### src/rtl/ebs_pkg.sv
`timescale 1ns/1ps
package ebs_pkg;

  // Control word captured once per machine cycle.
  typedef struct packed {
    logic pdown;
    logic idle;
    logic ale_off;
    logic movx;
    logic xwrite;
    logic xdata;
    logic ext_code;
  } cyc_ctrl_t;

  // True when tick t lies in the window [start, start+len).
  function automatic logic in_win(input int t, input int start, input int len);
    return (t >= start) && (t < start + len);
  endfunction

  // Address-latch pulses are allowed unless disabled, and the disable
  // is overridden by external execution or a MOVX/MOVC instruction.
  function automatic logic ale_allowed(input cyc_ctrl_t c);
    return c.ext_code | c.movx | ~c.ale_off;
  endfunction

  // Linear tick index from zero-based state and phase.
  function automatic int tick_of(input int st, input int ph, input int phases);
    return st * phases + ph;
  endfunction

endpackage

### src/rtl/ebs_state_ctr.sv
`timescale 1ns/1ps
module ebs_state_ctr #(
  parameter int STATES = 6,
  parameter int PHASES = 2,
  parameter int ST_W   = $clog2(STATES),
  parameter int PH_W   = $clog2(PHASES),
  parameter int TICK_W = $clog2(STATES * PHASES)
) (
  input  logic              clk,
  input  logic              rst_n,
  output logic [ST_W-1:0]   state_q,
  output logic [PH_W-1:0]   phase_q,
  output logic [TICK_W-1:0] tick_nxt,
  output logic              wrap_nxt
);
  import ebs_pkg::*;

  localparam logic [ST_W-1:0] LAST_ST = ST_W'(STATES - 1);
  localparam logic [PH_W-1:0] LAST_PH = PH_W'(PHASES - 1);

  logic [ST_W-1:0] state_nxt;
  logic [PH_W-1:0] phase_nxt;
  logic            last_ph;
  logic            last_st;

  assign last_ph = (phase_q == LAST_PH);
  assign last_st = (state_q == LAST_ST);

  always_comb begin
    if (last_ph) begin
      phase_nxt = '0;
      state_nxt = last_st ? '0 : state_q + ST_W'(1);
    end else begin
      phase_nxt = phase_q + PH_W'(1);
      state_nxt = state_q;
    end
  end

  assign wrap_nxt = last_ph && last_st;
  assign tick_nxt = TICK_W'(tick_of(int'(state_nxt), int'(phase_nxt), PHASES));

  always_ff @(posedge clk or negedge rst_n) begin
    if (!rst_n) begin
      state_q <= '0;
      phase_q <= '0;
    end else begin
      state_q <= state_nxt;
      phase_q <= phase_nxt;
    end
  end

endmodule

### src/rtl/ebs_ctrl_latch.sv
`timescale 1ns/1ps
module ebs_ctrl_latch (
  input  logic              clk,
  input  logic              rst_n,
  input  logic              wrap_nxt,
  input  ebs_pkg::cyc_ctrl_t ctrl_in,
  output ebs_pkg::cyc_ctrl_t ctrl_q,
  output ebs_pkg::cyc_ctrl_t ctrl_nxt
);
  import ebs_pkg::*;

  // New flags take effect only on the edge entering tick 0.
  assign ctrl_nxt = wrap_nxt ? ctrl_in : ctrl_q;

  always_ff @(posedge clk or negedge rst_n) begin
    if (!rst_n) ctrl_q <= '0;
    else        ctrl_q <= ctrl_nxt;
  end

endmodule

### src/rtl/ebs_strobe_gen.sv
`timescale 1ns/1ps
module ebs_strobe_gen #(
  parameter int TICKS     = 12,
  parameter int TICK_W    = $clog2(TICKS),
  parameter int SLOTS     = 2,
  parameter int ALE_LEAD  = 1,
  parameter int ALE_W     = 2,
  parameter int PSEN_LEAD = 3,
  parameter int RW_LEAD   = 3,
  parameter int RW_W      = 6
) (
  input  logic               clk,
  input  logic               rst_n,
  input  logic [TICK_W-1:0]  tick_nxt,
  input  ebs_pkg::cyc_ctrl_t ctrl_nxt,
  output logic               ale_q,
  output logic               psen_n_q,
  output logic               rd_n_q,
  output logic               wr_n_q
);
  import ebs_pkg::*;

  localparam int HALF   = TICKS / SLOTS;
  localparam int PSEN_W = HALF - PSEN_LEAD;

  int               t_i;
  logic [SLOTS-1:0] ale_hit;
  logic [SLOTS-1:0] psen_hit;
  logic             rw_hit;
  logic             ale_d;
  logic             psen_n_d;
  logic             rd_n_d;
  logic             wr_n_d;
  logic             run;

  assign t_i = int'(tick_nxt);

  // One address-latch and one fetch window per slot; a data access
  // keeps only the first latch pulse.
  for (genvar k = 0; k < SLOTS; k++) begin : g_slot
    assign ale_hit[k]  = in_win(t_i, k * HALF + ALE_LEAD, ALE_W) &&
                         ((k == 0) || !ctrl_nxt.xdata);
    assign psen_hit[k] = in_win(t_i, k * HALF + PSEN_LEAD, PSEN_W);
  end

  assign rw_hit = in_win(t_i, RW_LEAD, RW_W);
  assign run    = !ctrl_nxt.pdown && !ctrl_nxt.idle;

  always_comb begin
    if (ctrl_nxt.pdown) begin
      ale_d    = 1'b0;
      psen_n_d = 1'b0;
    end else if (ctrl_nxt.idle) begin
      ale_d    = 1'b1;
      psen_n_d = 1'b1;
    end else begin
      ale_d    = ale_allowed(ctrl_nxt) ? |ale_hit : 1'b1;
      psen_n_d = !(ctrl_nxt.ext_code && !ctrl_nxt.xdata && |psen_hit);
    end
  end

  assign rd_n_d = !(run && ctrl_nxt.xdata && !ctrl_nxt.xwrite && rw_hit);
  assign wr_n_d = !(run && ctrl_nxt.xdata &&  ctrl_nxt.xwrite && rw_hit);

  always_ff @(posedge clk or negedge rst_n) begin
    if (!rst_n) begin
      ale_q    <= 1'b0;
      psen_n_q <= 1'b1;
      rd_n_q   <= 1'b1;
      wr_n_q   <= 1'b1;
    end else begin
      ale_q    <= ale_d;
      psen_n_q <= psen_n_d;
      rd_n_q   <= rd_n_d;
      wr_n_q   <= wr_n_d;
    end
  end

endmodule

### src/rtl/ebs_bus_strobe_seq.sv
`timescale 1ns/1ps
module ebs_bus_strobe_seq #(
  parameter  int STATES    = 6,
  parameter  int PHASES    = 2,
  parameter  int ALE_LEAD  = 1,
  parameter  int ALE_W     = 2,
  parameter  int PSEN_LEAD = 3,
  parameter  int RW_LEAD   = 3,
  parameter  int RW_W      = 6,
  localparam int ST_OUT_W  = $clog2(STATES + 1),
  localparam int PH_W      = $clog2(PHASES)
) (
  input  logic                clk,
  input  logic                rst_n,
  input  logic                ext_code_i,
  input  logic                xdata_i,
  input  logic                xwrite_i,
  input  logic                movx_i,
  input  logic                ale_off_i,
  input  logic                idle_i,
  input  logic                pdown_i,
  output logic                ale_o,
  output logic                psen_n_o,
  output logic                rd_n_o,
  output logic                wr_n_o,
  output logic [ST_OUT_W-1:0] st_num_o,
  output logic [PH_W-1:0]     st_phase_o
);
  import ebs_pkg::*;

  localparam int TICKS  = STATES * PHASES;
  localparam int TICK_W = $clog2(TICKS);
  localparam int ST_W   = $clog2(STATES);

  logic [ST_W-1:0]   state_q;
  logic [PH_W-1:0]   phase_q;
  logic [TICK_W-1:0] tick_nxt;
  logic              wrap_nxt;
  cyc_ctrl_t         ctrl_in;
  cyc_ctrl_t         ctrl_q;
  cyc_ctrl_t         ctrl_nxt;

  // Named views of the latched cycle flags, used by the checker.
  logic cyc_ext_w;
  logic cyc_idle_w;
  logic cyc_pdown_w;

  assign ctrl_in = '{pdown: pdown_i, idle: idle_i, ale_off: ale_off_i,
                     movx: movx_i, xwrite: xwrite_i, xdata: xdata_i,
                     ext_code: ext_code_i};

  ebs_state_ctr #(
    .STATES(STATES), .PHASES(PHASES),
    .ST_W(ST_W), .PH_W(PH_W), .TICK_W(TICK_W)
  ) u_ctr (
    .clk(clk), .rst_n(rst_n),
    .state_q(state_q), .phase_q(phase_q),
    .tick_nxt(tick_nxt), .wrap_nxt(wrap_nxt)
  );

  ebs_ctrl_latch u_latch (
    .clk(clk), .rst_n(rst_n), .wrap_nxt(wrap_nxt),
    .ctrl_in(ctrl_in), .ctrl_q(ctrl_q), .ctrl_nxt(ctrl_nxt)
  );

  ebs_strobe_gen #(
    .TICKS(TICKS), .TICK_W(TICK_W), .SLOTS(2),
    .ALE_LEAD(ALE_LEAD), .ALE_W(ALE_W), .PSEN_LEAD(PSEN_LEAD),
    .RW_LEAD(RW_LEAD), .RW_W(RW_W)
  ) u_gen (
    .clk(clk), .rst_n(rst_n),
    .tick_nxt(tick_nxt), .ctrl_nxt(ctrl_nxt),
    .ale_q(ale_o), .psen_n_q(psen_n_o),
    .rd_n_q(rd_n_o), .wr_n_q(wr_n_o)
  );

  assign st_num_o    = ST_OUT_W'(state_q) + ST_OUT_W'(1);
  assign st_phase_o  = phase_q;
  assign cyc_ext_w   = ctrl_q.ext_code;
  assign cyc_idle_w  = ctrl_q.idle;
  assign cyc_pdown_w = ctrl_q.pdown;

endmodule

### config.mk
export PLATFORM = sky130hd
export DESIGN_NAME = ebs_bus_strobe_seq
export DESIGN_NICKNAME = d
export VERILOG_FILES = /design/src/rtl/ebs_pkg.sv /design/src/rtl/ebs_state_ctr.sv /design/src/rtl/ebs_ctrl_latch.sv /design/src/rtl/ebs_strobe_gen.sv /design/src/rtl/ebs_bus_strobe_seq.sv
export SDC_FILE = /design/constraint.sdc
export NUM_CORES = 1
export LEC_CHECK = 0
export BUFFER_PORTS_ARGS = -buffer_cell sky130_fd_sc_hd__buf_2
export CORE_AREA = 2 2 43 45
export CTS_CLUSTER_DIAMETER = 80
export DETAILED_ROUTE_END_ITERATION = 12
export DIE_AREA = 0 0 45 47
export PLACE_DENSITY_LB_ADDON = 0.3
export SYNTH_ARGS = -nofsm -noshare
export SYNTH_HDL_FRONTEND = slang
export SYNTH_SLANG_ARGS = --single-unit
### constraint.sdc
create_clock -name clk -period 2.7 [get_ports clk]
set_clock_uncertainty 0.2 [all_clocks]
set_input_delay 0.405 -clock clk [delete_from_list [all_inputs] [get_ports clk]]
set_output_delay 0.405 -clock clk [all_outputs]
set_load 0.02 [all_outputs]
; Word level (Yosys, flattened, before mapping)
; Index checks and enable logic that the tools add are counted.
[classes]
addsub = 3
n_lt_le_gt_ge = 8
eq_ne = 1
muxes = 9
bitwise = 3
n_reduce_logical = 24
[op_table]
columns = operator, count
row1 = $logic_and A1 B1 Y1, 15
row2 = $lt A4 B4 Y1 const B, 2
row3 = $logic_not A1 Y1, 7
row4 = $mux W7, 1
row5 = $mux W1, 6
row6 = $mux W3, 2
row7 = $add A4 B1 Y4, 1
row8 = $ge A4 B1 Y1 const B, 1
row9 = $ge A4 B2 Y1 const B, 1
row10 = $ge A4 B3 Y1 const B, 1
row11 = $ge A4 B4 Y1 const B, 1
row12 = $lt A4 B2 Y1 const B, 1
row13 = $lt A4 B3 Y1 const B, 1
row14 = $reduce_or A2 Y1, 2
row15 = $add A3 B1 Y3 const B, 1
row16 = $eq A3 B3 Y1 const B, 1
row17 = $or A1 B1 Y1, 2
row18 = $add A1 B1 Y1 const B, 1
row19 = $not A1 Y1, 1
[totals]
reg_bits = 15
inputBits = 9
out_inout_bits = 8
wordCells = 61

; Depth between registers and ports, before layout
[depth]
depth_word = 11
depth_mapped = 8
ltp_nobuf = 7

; By module
; From an unflattened synthesis, not the netlist that was laid out.
[unflattened]
hier_cells = 53
hier_area_um2 = 703.2
[by_module_without_submodules]
columns = mod, n_inst, cells_per_inst, area_per_inst_um2, seq_area_each_um2
row1 = ebs_ctrl_latch, 1, 15, 291.5, 175.2
row2 = ebs_strobe_gen, 1, 22, 219.0, 103.8
row3 = ebs_state_ctr, 1, 13, 167.7, 100.1
row4 = ebs_bus_strobe_seq, 1, 3, 25.0, 0.0

; Worst setup path before layout
; OpenSTA, ideal clock, no wires.
[synth_timing]
path_type = reg-to-reg
from = register u_ctr.state_q[1]
to = register u_gen.rd_n_q
setup_time_ps = 88
arrival_time_ps = 1675
t_required_ps = 2412
path_slack_ps = 738
path_stages_with_launch = 8
n_path_buf = 0
period_less_slack_ps = 1962
path_cell_list = dfrtp_1 -> inv_1 -> ha_1 -> or2_1 -> a31oi_2 -> o31ai_1 -> nor4_1 -> nand2b_1
[synth_between]
word_cells_on_any_way = 18
classes_between = 2 x add/sub / 2 x order compare / 1 x eq/ne / 3 x mux / 10 x reduce/logical
[synth_rtl]
columns = element, line
row1 = from (decl), ebs_state_ctr.sv:11  ; output logic [ST_W-1:0] state_q,
row2 = from (signal assigned), ebs_state_ctr.sv:47  ; state_q <= state_nxt;
row3 = $add A3 B1 Y3 / $eq A3 B3 Y1 (equally long branches), "ebs_state_ctr.sv:32, ebs_state_ctr.sv:27"
row4 = $mux W3, ebs_state_ctr.sv:32  ; state_nxt = last_st ? '0 : state_q + ST_W'(1);
row5 = $mux W3 (*), ebs_state_ctr.sv:30  ; if (last_ph) begin
row6 = $add A4 B1 Y4 (*), ebs_pkg.sv:28  ; return st * phases + ph;
row7 = net tick_nxt[3], ebs_bus_strobe_seq.sv:37  ; logic [TICK_W-1:0] tick_nxt;
row8 = $ge A4 B2 Y1 / $lt A4 B4 Y1 (equally long branches), ebs_pkg.sv:17  ; return (t >= start) && (t < start + len);
row9 = $logic_and A1 B1 Y1 (*), ebs_pkg.sv:17
row10 = $logic_and A1 B1 Y1 (*), ebs_strobe_gen.sv:62  ; assign rd_n_d = !(run && ctrl_nxt.xdata && !ctrl_nxt.xwrite && rw_hit);
row11 = $logic_not A1 Y1 (*), ebs_strobe_gen.sv:62
row12 = net u_gen.rd_n_d, ebs_strobe_gen.sv:32  ; logic rd_n_d;
row13 = to (signal assigned), ebs_strobe_gen.sv:74  ; rd_n_q <= rd_n_d;
row14 = to (decl), ebs_strobe_gen.sv:18  ; output logic rd_n_q,
; Mark *: on every way through the listed nets, which the timed path passes. The rest lies on a longest branch.

; Worst setup path in the final report
[layout_timing]
from = register u_ctr.state_q[1]
to = register u_gen.wr_n_q
[layout_between]
elab_chain_len = 9
word_cells_on_any_way = 17
classes_between = 2 x add/sub / 2 x order compare / 1 x eq/ne / 3 x mux / 9 x reduce/logical
[layout_lines]
columns = element, line
row1 = branches (longest 7 deep; another with $add A4 B1 Y4), n/a
row2 = $logic_and A1 B1 Y1 (*), ebs_strobe_gen.sv:63  ; assign wr_n_d = !(run && ctrl_nxt.xdata && ctrl_nxt.xwrite && rw_hit);
row3 = $logic_not A1 Y1 (*), ebs_strobe_gen.sv:63
row4 = net u_gen.wr_n_d, ebs_strobe_gen.sv:33  ; logic wr_n_d;
row5 = to (signal assigned), ebs_strobe_gen.sv:75  ; wr_n_q <= wr_n_d;
row6 = to (decl), ebs_strobe_gen.sv:19  ; output logic wr_n_q
; Mark *: on every way through the listed nets, which the timed path passes.

==> results.py <==
metrics = {
    "status": {
        "status": "completed",
    },
    "final_layout": {
        "area_growth_pct": 13.1,
        "insertedDiodeCount": 0,
        "final_common_cell": "buf_2",
        "num-nets-final": 101,
        "final_cell_mix": "16 x buf_2, 12 x dfrtp_1, 6 x a21oi_1",
        "drive_gt1_share_pct": 35.2,
        "stdcell_count": 105,
    },
    "timing": {
        "max_freq_mhz": 449,
        "worst_pin_slew_ns": 0.361,
        "slew_viol_final": 0,
        "finalSetupTns_ns": 0,
        "setup_viol": 0,
        "period_share_pct": 82.4,
        "max_slew_margin_pct": 75.7,
        "hold_violations": 0,
        "fin_crit_ns": 2.23,
        "rsz0062_at_grt": "false",
    },
    "floorplan": {
        "start_util_pct": 48.2,
        "core_sq_um": 1650,
        "die_w_microns": 45,
        "die_h_microns": 47,
        "rows": 15,
        "dieArea_sq_um": 2120,
        "pin_count": 17,
    },
    "placed_design": {
        "port_buffers": 16,
        "place_congestion": 0.757,
        "place_inst": 100,
    },
    "power": {
        "peakVddDrop_mv": 0.171,
        "power.total_uw": 383,
        "leakage_uw": 0.000432,
        "power_per_cell_area_nw_per_um2": 426,
    },
    "setup_path": {
        "crit_arrival_ns": 2.23,
        "ff2ff_setup_slack_ns": 0.47,
        "path_class": "reg2reg",
        "crit_fanout": 11,
        "timing.rr.end": "u_gen.wr_n_q$_DFF_PN1_",
        "startpoint_type": "flip-flop",
        "critPathCapture": "u_gen.wr_n_q$_DFF_PN1_",
        "critPathRequiredTime_ns": 2.70,
        "end_kind": "flip-flop",
        "worst_r2r_startpoint": "u_ctr.state_q[1]$_DFF_PN0_",
        "worstRegToRegCells": 7,
        "startpoint": "u_ctr.state_q[1]$_DFF_PN0_",
    },
    "clocking": {
        "clock_latency_ns": 0.28,
        "cts_num_sinks": 15,
        "cts_tree": "yes",
        "root_buffer": "clkbuf_4",
        "clockBufferDepth": 2,
        "clk_pin_slew_ns": 0.08,
        "h-tree-depth": 1,
        "post_cts_resized": 0,
        "numCtsBuffers": 3,
    },
    "route": {
        "drtIter0Drc": 8,
        "ant_nets": 0,
        "wire_per_inst_microns": 12.7,
        "vias_per_cell": 5.47,
        "wl_microns": 1330,
        "vias": 574,
        "drtPass1Iterations": 4,
        "drc": 0,
    },
    "global_routing": {
        "grt_antenna_before_repair": 0,
        "gr-total-overflow": 0,
        "grt_pass1_vias": 536,
        "grt_max_degree": 16,
        "gr-usage-all-layers_pct": 15.3,
        "grt_pass1_wl_microns": 2190,
    },
    "yosys": {
        "syn_nets": 82,
        "seq_area_frac_synth_pct": 47.6,
        "synth_area_per_cell_sq_um": 11.4,
        "yosys_warnings": 0,
        "ys_seq_elements": 15,
        "syn-cell-area_sq_um": 796,
        "ys_types": 33,
        "netlist_instances": 70,
    },
    "min_path": {
        "hold_class": "in2reg",
    },
    "run": {
        "cap_violations": 0,
    },
}
worst min path at each step:
stage | depth (start not counted) | end | slack, ns | start
final | 2 | u_latch.ctrl_q[4]$_DFF_PN0_ | 0.17 | ale_off_i
after global routing | 2 | u_latch.ctrl_q[4]$_DFF_PN0_ | 0.16 | ale_off_i
after CTS | 2 | u_latch.ctrl_q[4]$_DFF_PN0_ | 0.16 | ale_off_i
after detailed placement | 1 | u_ctr.phase_q$_DFF_PN0_ | 0.13 | rst_n
after global placement | 1 | u_ctr.phase_q$_DFF_PN0_ | 0.12 | rst_n
after floorplan | 0 | u_ctr.phase_q$_DFF_PN0_ | -0.09 | rst_n
sequential cells by signal, summed over array words and instances (netlist names):
register	flops
u_gen.rd_n_q	1
u_ctr.phase_q	1
u_gen.wr_n_q	1
u_latch.ctrl_q	7
u_gen.ale_q	1
u_ctr.state_q	3
u_gen.psen_n_q	1
metal layers:
layer	part of all wire [%]	GRT usage (%)	vias up
met5	0	0	-
met4	2.0	8.82	0
met3	5.0	4.62	4
met2	49	26.9	18
met1	44	16.4	270
li1	-	-	282
through the flow:
| step | worst slack [ns] | hold slack (ns) | area, sq um | util (%) |
|---|---|---|---|---|
| floorplan | 0.738 | -0.0906 | 796 | - |
| global route | 0.179 | 0.163 | 900 | 54.5 |
| CTS | 0.474 | 0.162 | 900 | 54.5 |
| detailed placement | 0.504 | 0.129 | 863 | 52.3 |
| finish | 0.474 | 0.168 | 900 | 54.5 |
| global placement | 0.548 | 0.125 | 863 | 52.3 |
cells in the mapped netlist:
library cell	instances	area (sq um)
dfrtp_1	12	300
a21oi_1	6	30.0
inv_1	5	18.8
mux2_2	5	56.3
buf_6	3	33.8
dfstp_2	3	78.8
ha_1	3	37.5
nand2b_1	3	18.8
nor2_1	3	11.3
nor4_1	3	18.8
nand2_1	2	7.51
a211o_1	1	8.76
a21boi_0	1	7.51
a21o_1	1	7.51
a311oi_1	1	8.76
a31oi_1	1	6.26
a31oi_2	1	12.5
inv_2	1	3.75
mux2i_1	1	10.0
mux2i_4	1	22.5
nand3_2	1	10.0
nand3b_1	1	7.51
nor2b_1	1	6.26
nor3_1	1	5.00
nor4b_1	1	8.76
nor4bb_1	1	10.0
o21ai_0	1	5.00
o21bai_1	1	7.51
o31ai_1	1	7.51
or2_1	1	6.26
or2b_1	1	7.51
or3_1	1	6.26
xor2_1	1	8.76
layout make-up:
type,count,area (sq um)
fill,161,752
sequential,15,379
multi-input combinational,46,360
timing repair buffer,17,90.1
clock buffer,4,26.3
inverter,6,22.5
tap,17,21.3
power breakdown:
part           internal, uW  switching (uW)  total [uW]
logic                  12.7            14.0        26.7
clock network          57.3            64.5         122
registers               232            2.68         235
cell families (layout without fill, tap and decap cells):
family                   count (synthesis)  after routing  share of synthesized area, %
flip-flops                              15             15                          47.6
buffers and inverters                    9             27                          7.07
adder cells (fa/ha/maj)                  3              3                          4.72
AO/OA/AOI/OAI                           15             15                          12.7
XOR/XNOR                                 1              1                          1.10
multiplexers                             7              7                          11.2
AND/OR/NAND/NOR                         20             20                          15.6
repair_timing:
item                      in CTS  in global routing
setup buffers                  0                  0
hold buffers                   1                  0
hold endpoints to repair      12                  0
critical path, stage by stage, from the launching register on:
cell,delay [ns]
dfrtp_1,0.45
inv_1,0.08
ha_1,0.25
nand3_2,0.28
mux2i_1,0.31
o31ai_1,0.13
nor4_1,0.35
nand2_1,0.10
(Power assumes the default switching activity.)
